--- config.mk ---
export PLATFORM = sky130hd
export DESIGN_NAME = lut_slice
export DESIGN_NICKNAME = d
export VERILOG_FILES = /design/src/rtl/lut_slice_pkg.sv /design/src/rtl/lut_cfg_chain.sv /design/src/rtl/fifth_mux.sv /design/src/rtl/carry_route.sv /design/src/rtl/lut6_frac.sv /design/src/rtl/lut_slice.sv
export SDC_FILE = /design/constraint.sdc
export NUM_CORES = 1
export LEC_CHECK = 0
export ABC_AREA = 1
export ABC_CLOCK_PERIOD_IN_PS = 4700
export BUFFER_PORTS_ARGS = -buffer_cell sky130_fd_sc_hd__buf_2
export CAP_MARGIN = 20
export CORE_MARGIN = 2
export CORE_UTILIZATION = 55
export DETAILED_ROUTE_END_ITERATION = 8
export GPL_TIMING_DRIVEN = 0
export PLACE_DENSITY = 0.74
export SYNTH_ARGS = -nofsm -noshare
export SYNTH_HDL_FRONTEND = slang
export SYNTH_SLANG_ARGS = --single-unit
--- constraint.sdc ---
create_clock -name clk_i -period 4.7 [get_ports clk_i]
set_clock_uncertainty 0.15 [all_clocks]
set_input_delay 0.47 -clock clk_i [delete_from_list [all_inputs] [get_ports clk_i]]
set_output_delay 0.47 -clock clk_i [all_outputs]
set_load 0.03 [all_outputs]
--- src/rtl/lut_slice_pkg.sv ---
package lut_slice_pkg;
  localparam int unsigned LUT_K   = 6;
  localparam int unsigned TT_W    = 1 << LUT_K;
  localparam int unsigned HALF_W  = TT_W / 2;
  localparam int unsigned SEL_W   = 2;
  localparam int unsigned FIELD_W = TT_W + 2 * SEL_W;

  typedef enum logic [SEL_W-1:0] {
    SEL_PIN  = 2'b00,
    SEL_CASC = 2'b01,
    SEL_HIGH = 2'b10,
    SEL_RSVD = 2'b11
  } fifth_sel_e;

  typedef struct packed {
    logic [SEL_W-1:0] sel_hi;
    logic [SEL_W-1:0] sel_lo;
    logic [TT_W-1:0]  tt;
  } lut_cfg_t;
endpackage

--- src/rtl/lut_cfg_chain.sv ---
module lut_cfg_chain #(
  parameter int unsigned CHAIN_W = 544
) (
  input  logic               clk_i,
  input  logic               rst_ni,
  input  logic               shift_en_i,
  input  logic               data_i,
  output logic [CHAIN_W-1:0] chain_o
);
  logic [CHAIN_W-1:0] chain_q;

  // first bit entered travels down to bit 0
  always_ff @(posedge clk_i or negedge rst_ni) begin
    if (!rst_ni) chain_q <= '0;
    else if (shift_en_i) chain_q <= {data_i, chain_q[CHAIN_W-1:1]};
  end

  assign chain_o = chain_q;
endmodule

--- src/rtl/fifth_mux.sv ---
module fifth_mux
  import lut_slice_pkg::*;
#(
  parameter bit HAS_SRC = 1'b1
) (
  input  logic [SEL_W-1:0] sel_i,
  input  logic             pin_i,
  input  logic             casc_i,
  output logic             out_o
);
  always_comb begin
    unique case (fifth_sel_e'(sel_i))
      SEL_CASC: out_o = HAS_SRC ? casc_i : 1'b1;
      SEL_HIGH: out_o = 1'b1;
      default:  out_o = pin_i;
    endcase
  end
endmodule

--- src/rtl/carry_route.sv ---
module carry_route (
  input  logic prop_i,
  input  logic ci_i,
  input  logic di_i,
  output logic co_o
);
  // propagate high: carry-in routes straight through
  assign co_o = prop_i ? ci_i : di_i;
endmodule

--- src/rtl/lut6_frac.sv ---
module lut6_frac
  import lut_slice_pkg::*;
#(
  parameter bit HAS_CASC = 1'b1
) (
  input  lut_cfg_t         cfg_i,
  input  logic [LUT_K-1:0] in_i,
  input  logic             casc_i,
  output logic             o6_o,
  output logic             o5_1_o,
  output logic             o5_2_o
);
  localparam int unsigned IDX_W = LUT_K - 1;

  logic             m_lo, m_hi;
  logic [IDX_W-1:0] idx_lo, idx_hi;
  logic [HALF_W-1:0] tt_lo, tt_hi;

  fifth_mux #(.HAS_SRC(HAS_CASC)) u_mux_lo (
    .sel_i (cfg_i.sel_lo),
    .pin_i (in_i[4]),
    .casc_i(casc_i),
    .out_o (m_lo)
  );

  fifth_mux #(.HAS_SRC(HAS_CASC)) u_mux_hi (
    .sel_i (cfg_i.sel_hi),
    .pin_i (in_i[4]),
    .casc_i(casc_i),
    .out_o (m_hi)
  );

  assign tt_lo  = cfg_i.tt[HALF_W-1:0];
  assign tt_hi  = cfg_i.tt[TT_W-1:HALF_W];
  assign idx_lo = {m_lo, in_i[3:0]};
  assign idx_hi = {m_hi, in_i[3:0]};

  assign o5_1_o = tt_lo[idx_lo];
  assign o5_2_o = tt_hi[idx_hi];
  assign o6_o   = in_i[5] ? o5_2_o : o5_1_o;
endmodule

--- src/rtl/lut_slice.sv ---
module lut_slice
  import lut_slice_pkg::*;
#(
  parameter int unsigned NUM_LUTS = 8
) (
  input  logic                      clk_i,
  input  logic                      rst_ni,
  input  logic                      cfg_en_i,
  input  logic                      cfg_data_i,
  input  logic [NUM_LUTS*LUT_K-1:0] lut_in_i,
  output logic [NUM_LUTS-1:0]       o6_o,
  output logic [NUM_LUTS-1:0]       o5_1_o,
  output logic [NUM_LUTS-1:0]       o5_2_o
);
  localparam int unsigned CHAIN_W = NUM_LUTS * FIELD_W;

  logic [CHAIN_W-1:0]  cfg_chain;
  logic [NUM_LUTS-1:0] casc_in;
  logic [NUM_LUTS-1:0] prop;

  lut_cfg_chain #(.CHAIN_W(CHAIN_W)) u_chain (
    .clk_i     (clk_i),
    .rst_ni    (rst_ni),
    .shift_en_i(cfg_en_i),
    .data_i    (cfg_data_i),
    .chain_o   (cfg_chain)
  );

  for (genvar i = 0; i < NUM_LUTS; i++) begin : g_lut
    lut_cfg_t cfg;
    assign cfg = lut_cfg_t'(cfg_chain[i*FIELD_W +: FIELD_W]);

    if (i == 0) begin : g_head
      assign casc_in[i] = 1'b0;
      assign prop[i]    = 1'b0;
    end else if ((i - 1) % 2 == 1) begin : g_carry_hop
      // cascade mode: propagate forced, carry cell routes O6 through
      assign prop[i] = 1'b1;
      carry_route u_route (
        .prop_i(prop[i]),
        .ci_i  (o6_o[i-1]),
        .di_i  (1'b0),
        .co_o  (casc_in[i])
      );
    end else begin : g_direct_hop
      assign casc_in[i] = o6_o[i-1];
      assign prop[i]    = 1'b0;
    end

    lut6_frac #(.HAS_CASC(i != 0)) u_lut (
      .cfg_i (cfg),
      .in_i  (lut_in_i[i*LUT_K +: LUT_K]),
      .casc_i(casc_in[i]),
      .o6_o  (o6_o[i]),
      .o5_1_o(o5_1_o[i]),
      .o5_2_o(o5_2_o[i])
    );
  end
endmodule

# == After elaboration in Yosys (flattened, before gate mapping) ==
# Index checks and enable logic that the tools add are counted.
# Widths: inputs -> output; s select.
# op_classes
eq_ne,32
magnitude_cmp,16
n_reduce_logical,2
mux,56
# op_table
operator,n
$lt 5x6->1 const B,16
$bmux 1 s5,16
$eq 2x1->1 const B,16
$eq 2x2->1 const B,16
$pmux 1 s2,14
$mux 1,26
$reduce_or 2->1,2
# totals
register_bits,544
inputBits,52
wordCells,107
out_inout_bits,24

# == Longest topological paths before layout ==
# Gate-level depths: netlist (run 1).
# depth
depth_word,34
mapped_depth,48
ltp_nobuf,45

# == Modules after synthesis ==
# From an unflattened synthesis (run 1), not the netlist that was laid out.
# unflattened
hier_cells,3686
area_unflattened_um2,27149.8
# by_module_without_submodules
module,n_inst,seq_area_each_um2,area_each_um2,cells_each
lut_cfg_chain,1,13613.1,20568.5,2298
lut6_frac,8,0.0,714.4,154
fifth_mux (g_lut[1].u_lut.u_mux_hi ...),14,0.0,52.6,9
fifth_mux (g_lut[0].u_lut.u_mux_hi ...),2,0.0,23.8,6
carry_route,3,0.0,15.0,4
lut_slice,1,0.0,37.5,6

# == Least setup slack after synthesis (run 1) ==
# OpenSTA, ideal clock, no wires.
# synth_timing
path_kind,input-to-output
from,in lut_in_i[0]
to,out o5_1_o[7]
n_path_buf,4
t_required_ns,4.080
arrival_time_ns,3.757
cell_stages,42
slack_ns,0.323
path_cell_list,buf_4 > inv_2 > buf_6 > buf_6 > nand2_1 > nand3_1 > nand3_1 > nand3_1 > nand3_1 > nand3_1 > nand2_2 > nand2_1 > nand2_1 > nand3_1 > nand3_2 > nand3_1 > nand2_1 > nand3_1 > (+6 left out) > nand3_1 > nand2_1 > nand2_1 > nand2_1 > nand3_2 > nand3_1 > nand2_1 > nand3_1 > nand3_2 > nand3_1 > nand2_1 > nand3_1 > nand3_2 > nand3_1 > nand2_1 > nand3_1 > and2_1 > buf_4
# synth_via
elab_chain_cells,30
elab_cells_between_ends,50
classes_between,mux (50)
# synth_rtl
item,line,text
"start, declared",lut_slice.sv:10,"input logic [NUM_LUTS*LUT_K-1:0] lut_in_i,"
"$bmux 1 s5, on equally long branches","lut6_frac.sv:38, lut6_frac.sv:39",
"$mux 1, on equally long branches","lut6_frac.sv:38, lut6_frac.sv:39",
$mux 1 (*),lut6_frac.sv:40,assign o6_o = in_i[5] ? o5_2_o : o5_1_o;
via g_lut[0].u_lut.o6_o,lut6_frac.sv:9,"output logic o6_o,"
$pmux 1 s2,fifth_mux.sv:12,unique case (fifth_sel_e'(sel_i))
"$bmux 1 s5, on equally long branches","lut6_frac.sv:38, lut6_frac.sv:39",
"$mux 1, on equally long branches","lut6_frac.sv:38, lut6_frac.sv:39",
$mux 1 (*),lut6_frac.sv:40,
(+15 left out),-,
$mux 1 (*),lut6_frac.sv:40,
$pmux 1 s2,fifth_mux.sv:12,
"$bmux 1 s5, on equally long branches","lut6_frac.sv:38, lut6_frac.sv:39",
"$mux 1, on equally long branches","lut6_frac.sv:38, lut6_frac.sv:39",
$mux 1 (*),lut6_frac.sv:40,
$pmux 1 s2 (*),fifth_mux.sv:12,
$bmux 1 s5 (*),lut6_frac.sv:38,assign o5_1_o = tt_lo[idx_lo];
$mux 1 (not written as such) (*),lut6_frac.sv:38,
"end, declared",lut_slice.sv:12,"output logic [NUM_LUTS-1:0] o5_1_o,"
# The timed path passes the listed nets; every way through them passes the cells marked *. The select of a mux whose other input is x is not followed.

# == Worst setup path in the final report (run 1) ==
# layout_timing
from,reg u_chain.chain_q[67] (netlist: u_chain.chain_o[67])
to,out o6_o[7]
# layout_via
elab_chain_cells,34
elab_cells_between_ends,56
classes_between,eq/ne (2); mux (53); reduce/logical (1)
# layout_rtl
item,line,text
"start, declared",lut_cfg_chain.sv:10,logic [CHAIN_W-1:0] chain_q;
"start signal, assigned",lut_cfg_chain.sv:15,"else if (shift_en_i) chain_q <= {data_i, chain_q[CHAIN_W-1:1]};"
$eq 2x2->1 or $eq 2x1->1 (tied branches),fifth_mux.sv:12,
$reduce_or 2->1 (no source line) (*),-,
$mux 1 (*),fifth_mux.sv:12,
$bmux 1 s5 (*),lut6_frac.sv:39,assign o5_2_o = tt_hi[idx_hi];
$mux 1 (not written as such) (*),lut6_frac.sv:39,
$mux 1 (*),lut6_frac.sv:40,
via g_lut[0].u_lut.o6_o,lut6_frac.sv:9,
$pmux 1 s2,fifth_mux.sv:12,
(+19 left out),-,
$pmux 1 s2,fifth_mux.sv:12,
"$bmux 1 s5, on equally long branches","lut6_frac.sv:38, lut6_frac.sv:39",
"$mux 1, on equally long branches","lut6_frac.sv:38, lut6_frac.sv:39",
$mux 1 (*),lut6_frac.sv:40,
$pmux 1 s2,fifth_mux.sv:12,
"$bmux 1 s5, on equally long branches","lut6_frac.sv:38, lut6_frac.sv:39",
"$mux 1, on equally long branches","lut6_frac.sv:38, lut6_frac.sv:39",
$mux 1 (*),lut6_frac.sv:40,
"end, declared",lut_slice.sv:11,"output logic [NUM_LUTS-1:0] o6_o,"
# Marked as above.

==> results of run 1 <==
## Yosys cell counts (all sizes together) (14+ instances only)
cell,number
mux2,23
nand2,545
o22ai,40
nor2,273
buf,53
o221ai,14
dfrtp,544
nand3,99
ha,28
a21oi,434
o21ai,549
clkbuf,174
inv,346
## how the worst max path moves through the flow
stage	from	end	slack, ps
after floorplan	lut_in_i[0]	o5_1_o[7]	320
after global placement	rst_ni	u_chain.chain_o[375]	-7750
after detailed placement	lut_in_i[6]	o6_o[7]	-1050
after CTS	u_chain.chain_o[66]	o6_o[7]	-910
after global routing	u_chain.chain_o[66]	o6_o[7]	-1290
final	u_chain.chain_o[67]	o6_o[7]	-1030
## where the power goes
part           internal (mW)  switching (mW)  total (mW)
registers               5.41           0.408        5.81
clock network           2.87            1.92        4.79
logic                  0.948            1.74        2.68
## timing repair
action                                  in CTS  in global routing
pin swaps                                   54                 45
endpoints found under the setup margin      10                 12
cloned                                       0                  0
hold buffers                                 1                  0
resized for setup                           93                 53
setup buffers                               10                 10
hold endpoints to repair                    91                  0
## final cells by class
type | instances | area share (%)
multi-input cells | 2024 | 34.65
repair buffers | 85 | 2.177
clock inverters | 18 | 0.8062
clock buffers | 88 | 6.021
plain buffers | 221 | 3.157
inverters | 349 | 4.443
flip-flops and latches | 544 | 46.17
well taps | 607 | 2.576
## placed cells by master (no fill, tap or decap), drive strengths merged
cell	instances
nor2	273
o21ai	549
bufinv	5
buf	131
clkbuf	262
ha	28
nand3	99
o211ai	7
clkinvlp	6
o22ai	40
and2	10
a21oi	434
nand2	545
a31oi	2
dlygate4sd3	1
mux2	23
dfrtp	544
o221ai	14
clkinv	8
inv	348
## kinds of logic after synthesis
logic type	share of synthesized area, %
buf+inv	8.941
flops	53.24
fa+ha+maj	1.370
simple gates	14.48
compound gates	20.96
mux	1.013
## worst min-delay path, cell delays in order
cell and delay [ps]:
buf_2 110, nand2_1 110, o21ai_0 100
## through the flow
step	util [%]	worst slack, ps	power [mW]	instances	hold slack, ps
2_1_floorplan	-	323.3	7.454	3144	24.41
5_1_grt	63.74	-1293	13.93	3936	89.24
3_3_place_gp	57.56	-7748	8.117	3811	309.0
3_5_place_dp	57.82	-1047	8.233	3815	313.7
6_report	63.74	-1029	13.29	3936	68.57
4_1_cts	63.11	-910.5	13.17	3927	46.65
## per-layer routing
metal / up-vias / share of wire [%] / wire length (um)
met1: 11090 / 43 / 29230
li1: 10530 / - / -
met4: 0 / 3.2 / 2214
met5: - / 0 / 0
met2: 887 / 47 / 32360
met3: 164 / 6.5 / 4461
==> out/qor.yml, run 1 <==
run_status:
  status: "finished, violations left"
  violations: "negative setup slack"
floorplanning:
  pin_count: 76
  die_h_um: 219.6
  dieWidth_um: 219.6
  dieArea_um2: 48230
  start_util_pct: 55.27
  core_area_um2: 46260
  rows: 79
clocking:
  path_clk_slew_ps: 60
  cts_tree: "yes"
  clk_latency_ps: 620
  cts.sinks: 544
  cts_buffer_depth: 3
  numCtsBuffers: 57
  cts-root-buf: "clkbuf_16"
  cts_htree_levels: 2
yosys:
  synth_top_cell_area_share_pct: 53.24
  ys_ff_latch: 544
  netlist-cell-type-count: 23
  yosysWarningCount: 0
  syn_nets: 3224
  syn_inst: 3144
  synthArstFlopShare_pct: 100.0
  synth_ff_type: "dfrtp_1"
  synth_edf_count: 0
  yosysSeqAreaShare_pct: 53.24
  synth.largest_area_cell: "dfrtp_1"
  avgSynthCellArea_um2: 8.132
  ys_top_cells_by_area: "dfrtp_1, o21ai_0, a21oi_1"
  netlist_area_um2: 25570
routing:
  routed_wl_um: 68270
  drcViolationCount: 0
  drt-initial-drc-count: 2258
  via_count: 22670
  drt_first_pass_iters: 8
  drt-vias-per-instance: 5.761
  ant_nets: 0
  wl_per_cell_um: 17.34
worst_setup_path:
  reg2reg_slack_ps: 3740
  crit_path_top_delay_cell: "dfrtp_1"
  crit_fanout: 3
  cp.arrival_ps: 5110
  r2r_end: "u_chain.chain_o[1]"
  cpLargestDelayFamily: "simple AND/OR/NAND/NOR gates"
  cp_data_required_time_ps: 4080
  start_kind: "register"
  endpoint_kind: "primary output"
  cp_common_cell: "nand2_2"
  max_stage_delay_ps: 410
  r2r_cells: 2
  rr_startpoint: "u_chain.chain_o[1]"
  cp_num_buf_inv: 3
  path_class: "reg -> out"
  cp.depth: 44
final_layout:
  fill_cells: 3878
  n_antenna_cell: 0
  register_area_um2: 13610
  drive_gt1_share_pct: 10.15
  nNetsFinal: 3362
  fin_area_um2: 29490
  largest_reg_flops: 544
  area_delta_synth_final_pct: 15.33
  multi_input_area_um2: 10220
global_route:
  grtUsageTotal_pct: 28.29
  grt_pass1_wl_um: 110900
  use_met1_pct: 39.18
  use_met2_pct: 45.21
  grt_antenna_before_repair: 0
  grt-busiest-layer: "met2"
  first_global_vias: 21880
  overflow: 0
  grt_max_degree: 128
  grt.met3_usage_pct: 3.961
power:
  p_per_area_nw_per_um2: 450.6
  cellLeakagePower_nw: 13.66
  peakVddDrop_mv: 0.3479
timing:
  setup_viol: 10
  hold_viol: 0
  rsz0062_at_grt: "yes"
  period_share_pct: 121.9
  slew_viol_final: 0
  fin_crit_ps: 5729
  max_slew_margin_pct: 31.22
  setup_tns_ps: -6369
  setup_ws_ps: -1029
  tightest_slew_ps: 1032
  fmax_mhz: 174.6
min_path:
  worstHoldStart: "cfg_data_i"
  min_path_cells: 3
  worstHoldEndpoint: "u_chain.chain_o[543]"
  hold_class: "in -> reg"
placed_design:
  portBuffers: 60
  placed_area_um2: 26750
  dpl.hpwl_um: 44120
  finalWeightedCongestion: 0.8951
run:
  cap_viol_max_count: 0
(Power assumes the default switching activity.)
==> run 2: changes to the inputs <==
--- a/config.mk
+++ b/config.mk
@@ -6,7 +6,7 @@
 export NUM_CORES = 1
 export LEC_CHECK = 0
 export ABC_AREA = 1
-export ABC_CLOCK_PERIOD_IN_PS = 4700
+export ABC_CLOCK_PERIOD_IN_PS = 6400
 export BUFFER_PORTS_ARGS = -buffer_cell sky130_fd_sc_hd__buf_2
 export CAP_MARGIN = 20
 export CORE_MARGIN = 2
==> constraint.sdc (replaced) <==
create_clock -name clk_i -period 6.4 [get_ports clk_i]
set_clock_uncertainty 0.15 [all_clocks]
set_input_delay 0.64 -clock clk_i [delete_from_list [all_inputs] [get_ports clk_i]]
set_output_delay 0.64 -clock clk_i [all_outputs]
set_load 0.03 [all_outputs]
==> run 2 against run 1 <==
- the run now ends clean
- die area is the same
- worst setup slack gained 1400 ps
- clock-buffer cell count is the same
- critical path type is now in -> out
==> out/qor.yml, run 2 (synthesis gave the netlist of run 1 again) <==
final_layout:
  final_cell_count_no_fill: 3928  # was 3,936
  fin_util_pct: 62.82  # was 63.74%
  area_delta_synth_final_pct: 13.65  # was 15.33%
  final_common_cell: "o21ai_0"  # unchanged
  multi_input_area_um2: 9898  # was 10,220 um^2
  fin_area_um2: 29060  # was 29,490 um^2
  fill_cells: 3944  # was 3,878
  layout_common_cells: "o21ai_0, dfrtp_1, nand2_1"  # unchanged
  n_antenna_cell: 0  # unchanged
  drive_gt1_share_pct: 8.642  # was 10.15%
  register_area_um2: 13610  # unchanged
  largest_reg_flops: 544  # unchanged
  nNetsFinal: 3354  # was 3,362
global_route:
  first_global_vias: 21690  # was 21.88k
  overflow: 0  # unchanged
  grtUsageTotal_pct: 27.95  # was 28.29%
  grt_max_degree: 128  # unchanged
  grt_antenna_before_repair: 0  # unchanged
  grt_pass1_wl_um: 109600  # was 110,900 um
power:
  p_per_area_nw_per_um2: 330.9  # was 450.6 nW/um^2
  cellLeakagePower_nw: 13.53  # was 13.66 nW
  finalPower_mw: 9.616  # was 13.29 mW
  peakVddDrop_mv: 0.2588  # was 0.3479 mV
timing:
  max_slew_margin_pct: 31.86  # was 31.22%
  setup_ws_ps: 384.6  # was -1029 ps
  slew_viol_final: 0  # unchanged
  period_share_pct: 93.99
  setup_viol: 0  # was 10
  fmax_mhz: 166.2
  hold_viol: 0  # unchanged
  fin_crit_ps: 6015
  tightest_slew_ps: 1022  # was 1032 ps
routing:
  drcViolationCount: 0  # unchanged
  ant_nets: 0  # unchanged
  wl_per_cell_um: 17.13  # was 17.34 um
  drt_first_pass_iters: 5  # was 8
  drt-initial-drc-count: 2182  # was 2,258
  drt-vias-per-instance: 5.719  # was 5.761
  routed_wl_um: 67280  # was 68,270 um
  via_count: 22470  # was 22.67k
placed_design:
  placed_area_um2: 26750  # unchanged
  dpl.hpwl_um: 44120  # unchanged
  dp_cells: 3815  # unchanged
  portBuffers: 60  # unchanged
  finalWeightedCongestion: 0.8951  # unchanged
  pre_cts_slack_ps: 312.9  # was -1047 ps
run_status:
  status: "completed"  # was finished, violations left
clocking:
  cts.sinks: 544  # unchanged
  clk_latency_ps: 620  # about the same
  cts_tree: "yes"  # unchanged
  cts_buffer_depth: 3  # unchanged
  numCtsBuffers: 57  # unchanged
  cts_htree_levels: 2  # unchanged
  path_clk_slew_ps: 60  # about the same
  cts-root-buf: "clkbuf_16"  # unchanged
worst_setup_path:
  max_stage_delay_ps: 460  # was 410 ps
  endpoint_kind: "primary output"  # unchanged
  cp.arrival_ps: 5230  # was 5110 ps
  cp_common_cell: "nand2_1"  # was nand2_2
  path_class: "in -> out"  # was reg -> out
  reg2reg_slack_ps: 5450  # was 3740 ps
  start_kind: "input pin"  # was register
  crit_path_top_delay_cell: "clkbuf_1"  # was dfrtp_1
  crit_fanout: 10  # was 3
  cp_data_required_time_ps: 5610  # was 4080 ps
floorplanning:
  rows: 79  # unchanged
  dieWidth_um: 219.6  # unchanged
  start_util_pct: 55.27  # unchanged
  pin_count: 76  # unchanged
  dieArea_um2: 48230  # unchanged
  die_h_um: 219.6  # unchanged
  core_area_um2: 46260  # unchanged
run:
  cap_viol_max_count: 0  # unchanged
min_path:
  hold_class: "in -> reg"  # unchanged
==> run 2: changes by cell type in the layout (fill, tap and decap cells not counted), moves of 3 or more <==
cell / change
nand3_1: +14
nand2_4: -17
nand2_1: +28
buf_4: -10
clkbuf_2: +3
nand2_2: -11
clkbuf_1: -3
buf_6: -8
buf_2: +9
nand3_4: -12
==> run 2: layer usage <==
layer	up-vias	part of all wire, %	track usage (%)
li1	10520	-	-
met5	-	0	0
met1	10950	43	38.75
met2	848	47	44.48
met4	0	3.3	11.45
met3	151	6.7	4.003
==> run 2: critical path, delay by kind of cell <==
family	cells	cell delay [ps]
AND/OR/NAND/NOR	33	3100
buffers and inverters	4	1090
AO/OA/AOI/OAI	3	410
==> run 2: power by group <==
group / internal (mW) / switching, mW
Combinational: 0.629 / 1.20
Clock: 2.11 / 1.41
Sequential: 3.97 / 0.298
Total: 6.71 / 2.91
==> run 2: per-stage QoR <==
stage               setup TNS (ps)  hold WS (ps)
floorplan                        0         194.4
global placement          -3338060         309.0
detailed placement               0         313.7
CTS                              0         216.7
global route                -58.32         264.6
finish                           0         253.6
==> run 2: final timing paths <==
| kind | endpoint | startpoint | cells past startpoint |
|---|---|---|---|
| setup / recovery | o5_1_o[7] | lut_in_i[6] | 40 |
| hold / removal | u_chain.chain_o[543] | cfg_data_i | 3 |
| setup reg to reg | u_chain.chain_o[347] | u_chain.chain_o[348] | 1 |
| hold reg to reg | u_chain.chain_o[60] | u_chain.chain_o[61] | 2 |
| max in group asynchronous | u_chain.chain_o[311] | rst_ni | 5 |
| min in group asynchronous | u_chain.chain_o[13] | rst_ni | 2 |
==> run 2: cell type report <==
cell class | count | share of cell area (%)
plain buffers | 227 | 3.372
multi-input cells | 2024 | 34.06
repair buffers | 71 | 1.666
inverters | 349 | 4.508
well taps | 607 | 2.614
clock inverters | 18 | 0.8181
flip-flops and latches | 544 | 46.85
clock buffers | 88 | 6.110
==> run 2: timing repair <==
| action | CTS | global route |
|---|---|---|
| gates resized for setup | 0 | 60 |
| hold endpoints to repair | 91 | 0 |
| setup endpoints to repair | 0 | 3 |
| buffers inserted | 0 | 6 |
| hold buffers | 1 | 0 |
